==> src/rtl/msi_cap_pkg.sv <==
package msi_cap_pkg;
  typedef struct packed {
    logic msix_en;
    logic msi_en;
  } cap_ctrl_t;

  typedef enum logic {
    IRQ_ROUTE_INTX = 1'b0,
    IRQ_ROUTE_MSI  = 1'b1
  } irq_route_e;
endpackage

==> src/rtl/msi_cfg_regs.sv <==
module msi_cfg_regs
  import msi_cap_pkg::*;
#(
  parameter int unsigned ADDR_W = 32,
  parameter int unsigned DATA_W = 16
) (
  input  logic              clk_i,
  input  logic              rst_ni,
  input  logic              ctrl_we_i,
  input  cap_ctrl_t         ctrl_wdata_i,
  input  logic              addr_we_i,
  input  logic [ADDR_W-1:0] addr_wdata_i,
  input  logic              data_we_i,
  input  logic [DATA_W-1:0] data_wdata_i,
  output irq_route_e        route_o,
  output logic              msi_en_o,
  output logic [ADDR_W-1:0] shadow_addr_o,
  output logic [DATA_W-1:0] shadow_data_o,
  output logic              stale_o
);
  cap_ctrl_t         ctrl_q;
  logic [ADDR_W-1:0] addr_q, addr_nxt, sh_addr_q;
  logic [DATA_W-1:0] data_q, data_nxt, sh_data_q;
  logic              stale_q, en_rise, cfg_touch;

  assign addr_nxt  = addr_we_i ? addr_wdata_i : addr_q;
  assign data_nxt  = data_we_i ? data_wdata_i : data_q;
  // edge taken from the write itself so a same-clock value write is captured
  assign en_rise   = ctrl_we_i & ctrl_wdata_i.msi_en & ~ctrl_q.msi_en;
  assign cfg_touch = (addr_we_i | data_we_i) & ctrl_q.msi_en;

  always_ff @(posedge clk_i or negedge rst_ni) begin
    if (!rst_ni) begin
      ctrl_q    <= '0;
      addr_q    <= '0;
      data_q    <= '0;
      sh_addr_q <= '0;
      sh_data_q <= '0;
      stale_q   <= 1'b0;
    end else begin
      if (ctrl_we_i) ctrl_q <= ctrl_wdata_i;
      addr_q <= addr_nxt;
      data_q <= data_nxt;
      if (en_rise) begin
        sh_addr_q <= addr_nxt;
        sh_data_q <= data_nxt;
        stale_q   <= 1'b0;
      end else if (cfg_touch) begin
        stale_q   <= 1'b1;
      end
    end
  end

  assign route_o       = (ctrl_q.msi_en && !ctrl_q.msix_en) ? IRQ_ROUTE_MSI : IRQ_ROUTE_INTX;
  assign msi_en_o      = ctrl_q.msi_en;
  assign shadow_addr_o = sh_addr_q;
  assign shadow_data_o = sh_data_q;
  assign stale_o       = stale_q;
endmodule

==> src/rtl/msi_pend_bank.sv <==
module msi_pend_bank #(
  parameter int unsigned N_VEC = 4
) (
  input  logic             clk_i,
  input  logic             rst_ni,
  input  logic [N_VEC-1:0] set_i,
  input  logic [N_VEC-1:0] clr_i,
  input  logic [N_VEC-1:0] done_i,
  output logic [N_VEC-1:0] pend_o
);
  logic [N_VEC-1:0] pend_q;

  for (genvar g = 0; g < N_VEC; g++) begin : g_bit
    // a fresh event wins over a clear on the same clock
    always_ff @(posedge clk_i or negedge rst_ni) begin
      if (!rst_ni)                      pend_q[g] <= 1'b0;
      else if (set_i[g])                pend_q[g] <= 1'b1;
      else if (clr_i[g] || done_i[g])   pend_q[g] <= 1'b0;
    end
  end

  assign pend_o = pend_q;
endmodule

==> src/rtl/msi_msg_slot.sv <==
module msi_msg_slot
  import msi_cap_pkg::*;
#(
  parameter int unsigned N_VEC  = 4,
  parameter int unsigned ADDR_W = 32,
  parameter int unsigned DATA_W = 16
) (
  input  logic              clk_i,
  input  logic              rst_ni,
  input  irq_route_e        route_i,
  input  logic [N_VEC-1:0]  pend_i,
  input  logic [ADDR_W-1:0] shadow_addr_i,
  input  logic [DATA_W-1:0] shadow_data_i,
  input  logic              ready_i,
  output logic              valid_o,
  output logic [ADDR_W-1:0] addr_o,
  output logic [DATA_W-1:0] data_o,
  output logic [N_VEC-1:0]  done_o
);
  localparam int unsigned VEC_W = (N_VEC > 1) ? $clog2(N_VEC) : 1;

  logic             msi_ok, slot_vld_q, found, accept;
  logic [VEC_W-1:0] slot_vec_q, pick;

  assign msi_ok = (route_i == IRQ_ROUTE_MSI);

  always_comb begin
    pick  = '0;
    found = |pend_i;
    for (int i = N_VEC - 1; i >= 0; i--) begin
      if (pend_i[i]) pick = VEC_W'(i);
    end
  end

  assign valid_o = slot_vld_q & msi_ok;
  assign accept  = valid_o & ready_i;

  always_ff @(posedge clk_i or negedge rst_ni) begin
    if (!rst_ni) begin
      slot_vld_q <= 1'b0;
      slot_vec_q <= '0;
    end else if (!msi_ok) begin
      slot_vld_q <= 1'b0;
    end else if (accept) begin
      slot_vld_q <= 1'b0;
    end else if (!slot_vld_q && found) begin
      slot_vld_q <= 1'b1;
      slot_vec_q <= pick;
    end
  end

  for (genvar g = 0; g < N_VEC; g++) begin : g_done
    assign done_o[g] = accept && (slot_vec_q == VEC_W'(g));
  end

  assign addr_o = shadow_addr_i;
  if (DATA_W > VEC_W) begin : g_data_wide
    assign data_o = {shadow_data_i[DATA_W-1:VEC_W], slot_vec_q};
  end else begin : g_data_narrow
    assign data_o = slot_vec_q[DATA_W-1:0];
  end
endmodule

==> src/rtl/msi_edge_capture.sv <==
module msi_edge_capture
  import msi_cap_pkg::*;
#(
  parameter int unsigned N_VEC  = 4,
  parameter int unsigned ADDR_W = 32,
  parameter int unsigned DATA_W = 16
) (
  input  logic              clk_i,
  input  logic              rst_ni,
  input  logic              cfg_ctrl_we_i,
  input  logic [1:0]        cfg_ctrl_wdata_i,
  input  logic              cfg_addr_we_i,
  input  logic [ADDR_W-1:0] cfg_addr_wdata_i,
  input  logic              cfg_data_we_i,
  input  logic [DATA_W-1:0] cfg_data_wdata_i,
  input  logic [N_VEC-1:0]  irq_set_i,
  input  logic [N_VEC-1:0]  irq_clr_i,
  output logic              msg_valid_o,
  input  logic              msg_ready_i,
  output logic [ADDR_W-1:0] msg_addr_o,
  output logic [DATA_W-1:0] msg_data_o,
  output logic              intx_o,
  output logic              stale_o
);
  irq_route_e        route;
  logic              msi_en, msi_mode;
  logic [ADDR_W-1:0] shadow_addr;
  logic [DATA_W-1:0] shadow_data;
  logic [N_VEC-1:0]  pend, done;

  msi_cfg_regs #(.ADDR_W(ADDR_W), .DATA_W(DATA_W)) i_cfg (
    .clk_i         (clk_i),
    .rst_ni        (rst_ni),
    .ctrl_we_i     (cfg_ctrl_we_i),
    .ctrl_wdata_i  (cap_ctrl_t'(cfg_ctrl_wdata_i)),
    .addr_we_i     (cfg_addr_we_i),
    .addr_wdata_i  (cfg_addr_wdata_i),
    .data_we_i     (cfg_data_we_i),
    .data_wdata_i  (cfg_data_wdata_i),
    .route_o       (route),
    .msi_en_o      (msi_en),
    .shadow_addr_o (shadow_addr),
    .shadow_data_o (shadow_data),
    .stale_o       (stale_o)
  );

  msi_pend_bank #(.N_VEC(N_VEC)) i_pend (
    .clk_i  (clk_i),
    .rst_ni (rst_ni),
    .set_i  (irq_set_i),
    .clr_i  (irq_clr_i),
    .done_i (done),
    .pend_o (pend)
  );

  msi_msg_slot #(.N_VEC(N_VEC), .ADDR_W(ADDR_W), .DATA_W(DATA_W)) i_slot (
    .clk_i         (clk_i),
    .rst_ni        (rst_ni),
    .route_i       (route),
    .pend_i        (pend),
    .shadow_addr_i (shadow_addr),
    .shadow_data_i (shadow_data),
    .ready_i       (msg_ready_i),
    .valid_o       (msg_valid_o),
    .addr_o        (msg_addr_o),
    .data_o        (msg_data_o),
    .done_o        (done)
  );

  assign msi_mode = (route == IRQ_ROUTE_MSI);
  assign intx_o   = !msi_mode && (|pend);
endmodule

==> config.mk <==
export PLATFORM = sky130hd
export DESIGN_NAME = msi_edge_capture
export DESIGN_NICKNAME = d
export VERILOG_FILES = /design/src/rtl/msi_cap_pkg.sv /design/src/rtl/msi_cfg_regs.sv /design/src/rtl/msi_pend_bank.sv /design/src/rtl/msi_msg_slot.sv /design/src/rtl/msi_edge_capture.sv
export SDC_FILE = /design/constraint.sdc
export NUM_CORES = 1
export LEC_CHECK = 0
export CELL_PAD_IN_SITES_DETAIL_PLACEMENT = 1
export CELL_PAD_IN_SITES_GLOBAL_PLACEMENT = 2
export CORE_ASPECT_RATIO = 0.5
export CORE_UTILIZATION = 30
export CTS_BUF_LIST = sky130_fd_sc_hd__clkbuf_4
export DETAILED_ROUTE_END_ITERATION = 8
export DONT_BUFFER_PORTS = 1
export PLACE_DENSITY = 0.62
export SKIP_CTS_REPAIR_TIMING = 1
export SLEW_MARGIN = 30
export SYNTH_ARGS = -nofsm -noshare
export SYNTH_HDL_FRONTEND = slang
export SYNTH_HIERARCHICAL = 1
export SYNTH_SLANG_ARGS = --single-unit
==> constraint.sdc <==
create_clock -name clk_i -period 3.7 [get_ports clk_i]
set_clock_uncertainty 0.1 [all_clocks]
set_input_delay 1.11 -clock clk_i [delete_from_list [all_inputs] [get_ports clk_i]]
set_output_delay 1.11 -clock clk_i [all_outputs]
set_load 0.1 [all_outputs]
==> results of run 1 <==
## per-stage QoR
step | worst slack [ns] | instance area (µm²)
final | 0.8429 | 4244
after global routing | 0.7032 | 4244
after CTS | 0.7830 | 4243
after detailed placement | 1.009 | 4115
after global placement | 1.059 | 4115
after floorplan | 0.7030 | 4279
## layout make-up
class | instances | share of cell area, %
clock buffers | 10 | 1.769
clock inverters | 6 | 1.238
inverters | 2 | 0.1769
multi-input cells | 126 | 30.16
flip-flops and latches | 102 | 60.17
well taps | 192 | 5.660
repair buffers | 3 | 0.8255
## sequential cells by signal, indices dropped and copies added, names as in the netlist, 2 cells and up
register	flops
i_cfg/addr_q	32
i_cfg/shadow_addr_o	32
i_cfg/data_q	14
i_cfg/shadow_data_o	14
i_pend/pend_o	4
i_slot/slot_vec_q	2
## power breakdown
group	switching (mW)	internal (mW)
combinational	0.0988	0.193
clock	0.338	0.207
sequential	1.26	1.29
total	1.70	1.69
## metal layers
layer	wire (µm)	part of all wire, %	up-vias
met3	406	5.6	8
met1	2846	39	1029
met2	3935	54	53
li1	-	-	842
met5	0	0	-
met4	85	1.2	0
## worst max-delay path, stage by stage, from the launching register on
cell and delay, ns:
dfrtp_1 0.45, nor2b_1 0.30, and2_1 0.17, buf_4 0.30
## how the worst min path moves through the flow
stage	startpoint	end	slack [ns]	cells after the start
6_report	rst_ni	i_cfg/data_q[4]	0.25	0
3_3_place_gp	i_cfg/addr_q[18]	i_cfg/addr_q[18]	0.38	1
4_1_cts	rst_ni	i_cfg/data_q[2]	0.20	0
3_5_place_dp	i_cfg/addr_q[7]	i_cfg/addr_q[7]	0.38	1
5_1_grt	rst_ni	i_cfg/data_q[4]	0.18	0
2_1_floorplan	i_cfg/data_q[15]	i_cfg/data_q[15]	0.37	1
==> qor.csv, run 1 <==
stage,metric,value,unit
final_layout,multi_input_area,1280,µm²
global_route,grt_use_met1,11.66,%
sta,maxSlewViolCount,0,
setup_path,crit_required,2.49,ns
setup_path,rr_endpoint,i_pend/pend_o[1],
global_route,grt_max_degree,103,
route,wl_per_cell,16.49,µm
route,drtIter0Drc,42,
setup_path,worstSetupStartpointType,flip-flop,
setup_path,r2r_start,i_cfg/msi_en_o,
clock_network,clk_latency,0.43,ns
hold_path,hold_path.class,input pin to async pin,
route,routed_wirelength,7273,µm
place,gp_congestion,0.7447,
floorplanning,die_h,86.45,µm
place,hpwl,5134,µm
global_route,grt_pass1_wl,12070,µm
setup_path,end_kind,primary output,
global_route,top_usage_layer,met2,
place,post-place-cells,425,
final_layout,mostFrequentLayoutCells,"101 x dfrtp_1, 85 x mux2_2, 10 x clkbuf_4, 9 x mux2_4, 7 x nor2_1",
logic_synthesis,syn_nets,352,
floorplanning,io_pins,115,
clock_network,cts.clk_slew.worst_paths,0.15,ns
power,leakage,1.767,nW
global_route,grt_antenna_before_repair,0,
setup_path,setup.worst_path.class,flip-flop to primary output,
sta,fmax,350.0,MHz
setup_path,reg2reg_depth,7,
power,ir_drop,0.3473,mV
final_layout,syn2layout_area_growth,-0.8187,%
route,final_antenna_net_count,0,
sta,setup_viol,0,
final_layout,layout_commonest_cell,dfrtp_1,
power,power.density,799.0,nW/µm²
floorplanning,die-area,14770,µm²
global_route,grt_pass1_vias,2263,
route,drc,0,
sta,finalCritPeriodShare,77.22,%
route,dr.pass1.iters,4,
run_status,outcome,completed,
sta,fin_setup_tns,0,ns
sta,min_period,2.857,ns
final_layout,final_cells,441,
global_route,grt_overflow,0,
route,via_per_inst,4.381,
global_route,grt_usage,10.82,%
final_layout,n_antenna_cell,0,
setup_path,critPathMaxFanout,4,
final_layout,nFillCells,1455,
final_layout,drive_above_1_share,46.18,%
clock_network,clk_path_buf_depth,2,
logic_synthesis,synth_area,4279,µm²
power,p_total,3.391,mW
route,routed-via-count,1932,
flow_run,maxCapViolCount,0,
clock_network,numCtsBuffers,9,
floorplanning,fp-row-count,30,
final_layout,nNetsFinal,308,
sta,tightest_slew,1.000,ns
place,numPortBuffers,0,
setup_path,cp.arrival,1.65,ns
setup_path,cp-endpoint,msg_valid_o,
logic_synthesis,synthCells,288,
sta,whs,0.2491,ns
sta,hold_viol_final,0,
clock_network,cts_tree,yes,
sta,rsz0062_at_grt,false,
logic_synthesis,yosysWarnings,6,
clock_network,cts_max_level,3,
setup_path,r2r_setup_slack,1.62,ns
floorplanning,dieWidth,170.9,µm
global_route,use_met3,4.064,%
clock_network,numClockSinks,102,
floorplanning,core,13740,µm²
logic_synthesis,syn_area_per_cell,14.86,µm²
sta,slew_headroom,33.30,%
floorplanning,start_util,31.15,%
global_route,met2_usage,19.93,%
final_layout,regArea,2554,µm²
clock_network,clock-root-buffer,clkbuf_4,
setup_path,crit_path_start,i_cfg/msi_en_o,
final_layout,post-route-util,30.89,%
No activity file was read; power rests on OpenSTA's default activity.
==> run 2: changes to the inputs <==
--- a/config.mk
+++ b/config.mk
@@ -12,7 +12,7 @@
 export CTS_BUF_LIST = sky130_fd_sc_hd__clkbuf_4
 export DETAILED_ROUTE_END_ITERATION = 8
 export DONT_BUFFER_PORTS = 1
-export PLACE_DENSITY = 0.62
+export PLACE_DENSITY = 0.64
 export SKIP_CTS_REPAIR_TIMING = 1
 export SLEW_MARGIN = 30
 export SYNTH_ARGS = -nofsm -noshare
==> constraint.sdc (replaced) <==
create_clock -name clk_i -period 2.45 [get_ports clk_i]
set_clock_uncertainty 0.1 [all_clocks]
set_input_delay 0.735 -clock clk_i [delete_from_list [all_inputs] [get_ports clk_i]]
set_output_delay 0.735 -clock clk_i [all_outputs]
set_load 0.1 [all_outputs]
==> run 2 against run 1 <==
The flow now finishes with violations (hold timing); wire length increased by 3.3%; via count increased by 0.31%; setup slack got worse by 0.70 ns; first-iteration DRC count increased by 55%; utilization up 0.24 points; critical path type unchanged; critical endpoint is now intx_o.
==> qor.csv, run 2 (same netlist as run 1, synthesis figures left out) <==
stage,metric,value,unit,change
final_layout,nFillCells,1451,,-0.27%
place,placed_area,4138,µm²,+0.55%
route,routed_wirelength,7510,µm,+3.3%
floorplanning,io_pins,115,,unchanged
hold_path,hold_path.class,input pin to async pin,,
clock_network,cts_max_level,3,,unchanged
route,wl_per_cell,16.91,µm,+2.6%
sta,setup_viol,0,,unchanged
setup_path,end_kind,primary output,,
sta,min_period,2.311,ns,
floorplanning,die_h,86.45,µm,unchanged
route,dr.pass1.iters,3,,-1
final_layout,n_antenna_cell,0,,unchanged
route,via_per_inst,4.365,,-0.37%
setup_path,critPathMaxFanout,4,,unchanged
place,pre_cts_ws,0.4623,ns,-0.5465 ns
final_layout,nNetsFinal,311,,+0.97%
power,p_switching,2.572,mW,+51%
power,p_total,5.066,mW,+49%
final_layout,final_cells,444,,+0.68%
sta,finalCritPeriodShare,94.33,%,
power,power.density,1185,nW/µm²,+48%
clock_network,clock-root-buffer,clkbuf_4,,
clock_network,clk_path_buf_depth,2,,unchanged
place,numPortBuffers,0,,unchanged
floorplanning,core,13740,µm²,unchanged
global_route,grt_antenna_before_repair,0,,unchanged
setup_path,crit_required,1.62,ns,-0.87 ns
global_route,grt_overflow,0,,unchanged
setup_path,worstSetupStartpointType,flip-flop,,
route,routed-via-count,1938,,+0.31%
power,pwr-share-comb,9.5,%,+0.9 points
place,post-place-cells,428,,+0.71%
setup_path,setup.worst_path.class,flip-flop to primary output,,
power,p_int,2.494,mW,+47%
power,pwr-share-clk,14.7,%,-1.4 points
power,ir_drop,0.3760,mV,+8.3%
route,drtIter0Drc,65,,+55%
clock_network,numClockSinks,102,,unchanged
floorplanning,die-area,14770,µm²,unchanged
clock_network,cts_tree,yes,,
sta,fmax,432.7,MHz,
floorplanning,dieWidth,170.9,µm,unchanged
route,drc,0,,unchanged
sta,slew_headroom,32.98,%,-0.32 points
setup_path,r2r_start,i_slot/slot_vec_q[1],,
floorplanning,fp-row-count,30,,unchanged
run_status,violations,hold timing,,
route,final_antenna_net_count,0,,unchanged
floorplanning,start_util,31.15,%,unchanged
clock_network,clk_latency,0.42,ns,about the same
run_status,outcome,finished with violations,,
power,seq_power_share,75.8,%,+0.5 points
global_route,grt_pass1_vias,2180,,-3.7%
place,gp_congestion,0.7443,,about the same
flow_run,maxCapViolCount,0,,unchanged
clock_network,cts.clk_slew.worst_paths,0.14,ns,about the same
final_layout,syn2layout_area_growth,-0.05852,%,
sta,tightest_slew,1.005,ns,+0.004869 ns
global_route,grt_pass1_wl,11810,µm,-2.1%
final_layout,mostFrequentLayoutCells,"102 x dfrtp_1, 85 x mux2_2, 12 x clkbuf_4, 9 x mux2_4, 7 x nor2_1",,
setup_path,crit_path_start,i_pend/pend_o[1],,
sta,whs,-0.1127,ns,-0.3617 ns
power,switching_share,50.77,%,+0.70 points
place,hpwl,5282,µm,+2.9%
clock_network,numCtsBuffers,9,,unchanged
sta,rsz0062_at_grt,false,,
sta,hold_viol_final,102,,+102
final_layout,drive_above_1_share,48.02,%,+1.8 points
sta,fin_setup_tns,0,ns,unchanged
sta,worst_slack,0.1389,ns,-0.7040 ns
global_route,grt_usage,10.76,%,-0.063 points
setup_path,cp.arrival,1.48,ns,-0.17 ns
final_layout,post-route-util,31.13,%,+0.24 points
global_route,grt_max_degree,103,,unchanged
sta,maxSlewViolCount,0,,unchanged
power,leakage,1.779,nW,+0.68%
final_layout,design_area,4277,µm²,+0.77%
final_layout,layout_commonest_cell,dfrtp_1,,
[run 2: changes by cell type in the layout (fill, tap and decap cells not counted)]
cell and change:
clkinv_1 -1, nor4_1 -1, and2_4 +1, nor4_4 +1, clkinv_2 -2, bufinv_16 -1
clkbuf_4 +2, dfrtp_2 -1, and2_1 -1, nor2b_4 +1, nor2b_1 -1, dfrtp_1 +1
buf_4 +3, clkinvlp_4 +2
[run 2: worst paths after layout]
kind	slack (ns)	end	cells past startpoint
max	0.14	intx_o	3
min	-0.11	i_cfg/data_q[9]	0
max reg2reg	0.56	i_pend/pend_o[3]	4
min reg2reg	0.41	i_cfg/addr_q[13]	1
max in group asynchronous	2.24	i_cfg/addr_q[0]	0
min in group clk_i	0.29	i_pend/pend_o[2]	1
[run 2: power by group through the flow]
stage,Clock (mW),Combinational [mW],Sequential [mW]
global placement,0,0.452,3.86
finish,0.746,0.480,3.84
floorplan,0,2.36,2.21
CTS,0.811,0.486,3.85
global route,0.878,0.526,3.88
detailed placement,0,0.485,3.88
[run 2: layout make-up]
| class | count | area (µm²) | area share (%) |
|---|---|---|---|
| clock inverters | 4 | 23.77 | 0.5559 |
| repair buffers | 6 | 57.56 | 1.346 |
| well taps | 192 | 240.2 | 5.617 |
| inverters | 2 | 7.507 | 0.1755 |
| clock buffers | 12 | 90.09 | 2.106 |
| multi-input cells | 126 | 1305 | 30.51 |
| flip-flops and latches | 102 | 2552 | 59.68 |
[run 2: worst max-delay path: stages (launching register included)]
cell and delay [ns]:
dfrtp_1 0.46, nor4_4 0.30, nor2_2 0.06, buf_4 0.23
[run 2: routing by layer]
metal / wire length (µm) / global-route usage, % / share of wire, %
met1: 2903 / 12.04 / 39
met2: 4140 / 19.29 / 55
met3: 395 / 3.973 / 5.3
met4: 70 / 3.166 / 0.93
met5: 0 / 0 / 0
==> run 3: changes to the inputs <==
--- a/config.mk
+++ b/config.mk
@@ -12,10 +12,9 @@
 export CTS_BUF_LIST = sky130_fd_sc_hd__clkbuf_4
 export DETAILED_ROUTE_END_ITERATION = 8
 export DONT_BUFFER_PORTS = 1
-export PLACE_DENSITY = 0.64
+export PLACE_DENSITY = 0.63
 export SKIP_CTS_REPAIR_TIMING = 1
 export SLEW_MARGIN = 30
 export SYNTH_ARGS = -nofsm -noshare
 export SYNTH_HDL_FRONTEND = slang
-export SYNTH_HIERARCHICAL = 1
 export SYNTH_SLANG_ARGS = --single-unit
==> run 3 against run 2 <==
The run still ends with hold timing left; worst hold slack worse by 0.011 ns; register-to-register slack worse by 0.02 ns; combinational power is 1% lower; final cell count is 4.7% lower; critical path depth stayed put; via count is 1.4% higher; utilization is 2.6 points higher; synthesized cell count is 16% lower; largest cell class unchanged.
==> qor.csv, run 3 <==
stage,metric,value,unit,change
global_route,grt_pass1_vias,2323,,+6.6%
route,drtIter0Drc,54,,-17%
sta,whs,-0.1235,ns,-0.01080 ns
final_layout,layout_commonest_cell,dfrtp_1,,
final_layout,syn2layout_area_growth,6.721,%,
sta,maxSlewViolCount,0,,unchanged
route,wl_per_cell,18.45,µm,+9.1%
sta,hold_viol_final,102,,unchanged
logic_synthesis,syn_area_per_cell,16.93,µm²,+14%
sta,tightest_slew,0.9361,ns,-0.06918 ns
final_layout,n_antenna_cell,0,,unchanged
power,ir_drop,0.2869,mV,-24%
clock_network,numCtsBuffers,9,,unchanged
setup_path,worstSetupStartpointType,flip-flop,,
power,switching_share,49.51,%,-1.3 points
sta,min_period,2.320,ns,+0.008411 ns
setup_path,crit_required,1.62,ns,about the same
logic_synthesis,async_flop_share,100.0,%,
setup_path,r2r_setup_slack,0.54,ns,-0.02 ns
clock_network,cts_max_level,3,,unchanged
floorplanning,dieWidth,167.6,µm,-1.9%
hold_path,hold_path.class,input pin to async pin,,
logic_synthesis,synthMuxAreaShare,29.20,%,
setup_path,cp.arrival,1.48,ns,about the same
logic_synthesis,yosysWarnings,0,,-6
floorplanning,core,13030,µm²,-5.2%
place,hpwl,5172,µm,-2.1%
clock_network,numClockSinks,102,,unchanged
logic_synthesis,synth_ff_type,dfrtp_1,,
route,routed_wirelength,7806,µm,+3.9%
power,leakage,1.942,nW,+9.2%
place,numPortBuffers,0,,unchanged
clock_network,clk_latency,0.43,ns,about the same
global_route,grt_usage,12.12,%,+1.4 points
global_route,grt_overflow,0,,unchanged
flow_run,maxCapViolCount,0,,unchanged
logic_synthesis,ys_ff_latch,102,,
clock_network,clk_path_buf_depth,2,,unchanged
floorplanning,start_util,31.58,%,+0.43 points
logic_synthesis,synthTopCellsByCount,"102 x dfrtp_1, 56 x mux2_2, 38 x mux2_4, 6 x buf_6, 6 x inv_1",,
route,routed-via-count,1965,,+1.4%
run_status,outcome,finished with violations,,
power,seq_power_share,74.0,%,-1.8 points
sta,finalCritPeriodShare,94.67,%,+0.34 points
route,via_per_inst,4.645,,+6.4%
logic_synthesis,synth_top_cell_by_area,dfrtp_1,,
final_layout,post-route-util,33.70,%,+2.6 points
sta,slew_headroom,37.59,%,+4.6 points
power,p_total,5.066,mW,about the same
logic_synthesis,yosysUniqueCellTypes,23,,
logic_synthesis,synth_top_family_by_area,multiplexers,,
final_layout,drive_above_1_share,49.01,%,+1.0 points
logic_synthesis,synth_fa_ha_area_share,0,%,
global_route,grt_antenna_before_repair,0,,unchanged
floorplanning,die-area,14210,µm²,-3.8%
power,power.density,1154,nW/µm²,-2.6%
logic_synthesis,synthCells,243,,-16%
sta,setup_viol,0,,unchanged
power,p_int,2.558,mW,+2.6%
logic_synthesis,synth_area,4114,µm²,-3.9%
logic_synthesis,yosysSeqAreaShare,62.04,%,
setup_path,r2r_start,i_cfg.msi_en_o,,
clock_network,clock-root-buffer,clkbuf_4,,
global_route,grt_max_degree,103,,unchanged
route,final_antenna_net_count,0,,unchanged
setup_path,setup.worst_path.class,flip-flop to primary output,,
sta,fmax,431.1,MHz,-0.36%
floorplanning,fp-row-count,29,,-3.3%
logic_synthesis,yosysMostFrequentCell,dfrtp_1,,
final_layout,mostFrequentLayoutCells,"97 x dfrtp_1, 56 x mux2_2, 38 x mux2_4, 9 x clkbuf_4, 6 x inv_1",,
power,pwr-share-comb,9.3,%,-0.2 points
floorplanning,die_h,84.81,µm,-1.9%
power,p_switching,2.508,mW,-2.5%
run_status,violations,hold timing,,
place,gp_congestion,0.7100,,-4.6%
power,pwr-share-clk,16.6,%,+1.9 points
final_layout,nNetsFinal,312,,+0.32%
clock_network,cts.clk_slew.worst_paths,0.15,ns,about the same
route,dr.pass1.iters,4,,+1
logic_synthesis,syn_nets,307,,-13%
logic_synthesis,yosys.area_share.simple,2.950,%,
logic_synthesis,yosys.area_share.xor_xnor,0,%,
logic_synthesis,synth_compound_area_share,1.855,%,
setup_path,critPathMaxFanout,4,,unchanged
logic_synthesis,synth_top_area_share,62.04,%,
setup_path,rr_endpoint,i_cfg.shadow_addr_o[7],,
sta,fin_setup_tns,0,ns,unchanged
floorplanning,io_pins,115,,unchanged
global_route,grt_pass1_wl,13080,µm,+11%
route,drc,0,,unchanged
logic_synthesis,synthTopCellsByArea,"dfrtp_1 62%, mux2_2 15%, mux2_4 14%, buf_6 1.6%, buf_12 1.5%",,
clock_network,cts_tree,yes,,
setup_path,reg2reg_depth,3,,-1
logic_synthesis,synth-edff-count,0,,
setup_path,end_kind,primary output,,
run 3: cell count changes in the layout (fill, tap and decap cells not counted), moves of 3 or more:
| cell | delta |
|---|---|
| clkbuf_4 | -3 |
| mux2_2 | -29 |
| nor2_1 | -3 |
| inv_1 | +4 |
| dfrtp_1 | -5 |
| mux2_4 | +29 |
| dfrtp_2 | +5 |
| a21o_1 | -4 |
| o21a_1 | +3 |
run 3: worst max-delay path by stage:
stage / endpoint / depth (start not counted) / start
after floorplan: intx_o / 2 / i_cfg.msi_en_o
after global placement: i_cfg.shadow_addr_o[20] / 2 / cfg_ctrl_we_i
after detailed placement: i_cfg.shadow_addr_o[6] / 2 / cfg_ctrl_we_i
after CTS: intx_o / 3 / i_pend.pend_o[1]
after global routing: intx_o / 3 / i_pend.pend_o[1]
final: intx_o / 3 / i_pend.pend_o[1]
run 3: routing by layer:
metal | up-vias | routed length (µm) | global-route usage [%]
met5 | - | 0 | 0
met4 | 0 | 121 | 4.754
met3 | 8 | 442 | 4.620
met2 | 55 | 4060 | 20.68
met1 | 1035 | 3182 | 13.85
li1 | 867 | - | -
run 3: power groups by stage:
stage	logic [mW]	registers, mW	clock network (mW)
2_1_floorplan	0.430	3.72	0
3_3_place_gp	0.447	3.77	0
3_5_place_dp	0.474	3.79	0
4_1_cts	0.476	3.75	0.907
5_1_grt	0.522	3.79	0.970
6_report	0.473	3.75	0.842
run 3: logic make-up after synthesis:
kind of cell           count (synthesis)
buffers and inverters                 17
AOI/OAI and AO/OA                     12
and+or+nand+nor                       18
muxes                                 94
DFF                                  102
run 3: through the flow:
stage / setup slack, ns / cell area [µm²] / std cells
floorplan: 0.2640 / 4116 / 243
global placement: 0.4107 / 4219 / 406
detailed placement: 0.3783 / 4220 / 406
CTS: -0.07831 / 4353 / 422
global route: -0.008608 / 4390 / 423
finish: 0.1305 / 4390 / 423
run 3: layout make-up:
class	count	area [µm²]
multi-input combinational	124	1419
clock inverter	7	65.06
fill	1326	8636
timing repair buffer	5	45.04
clock buffer	9	67.56
sequential	102	2559
inverter	6	22.52
tap	170	212.7
run 3: worst max-delay path: stages (launching register included):
cell     delay, ns
dfrtp_2       0.47
nor4_4        0.32
nor2_2        0.07
buf_6         0.19
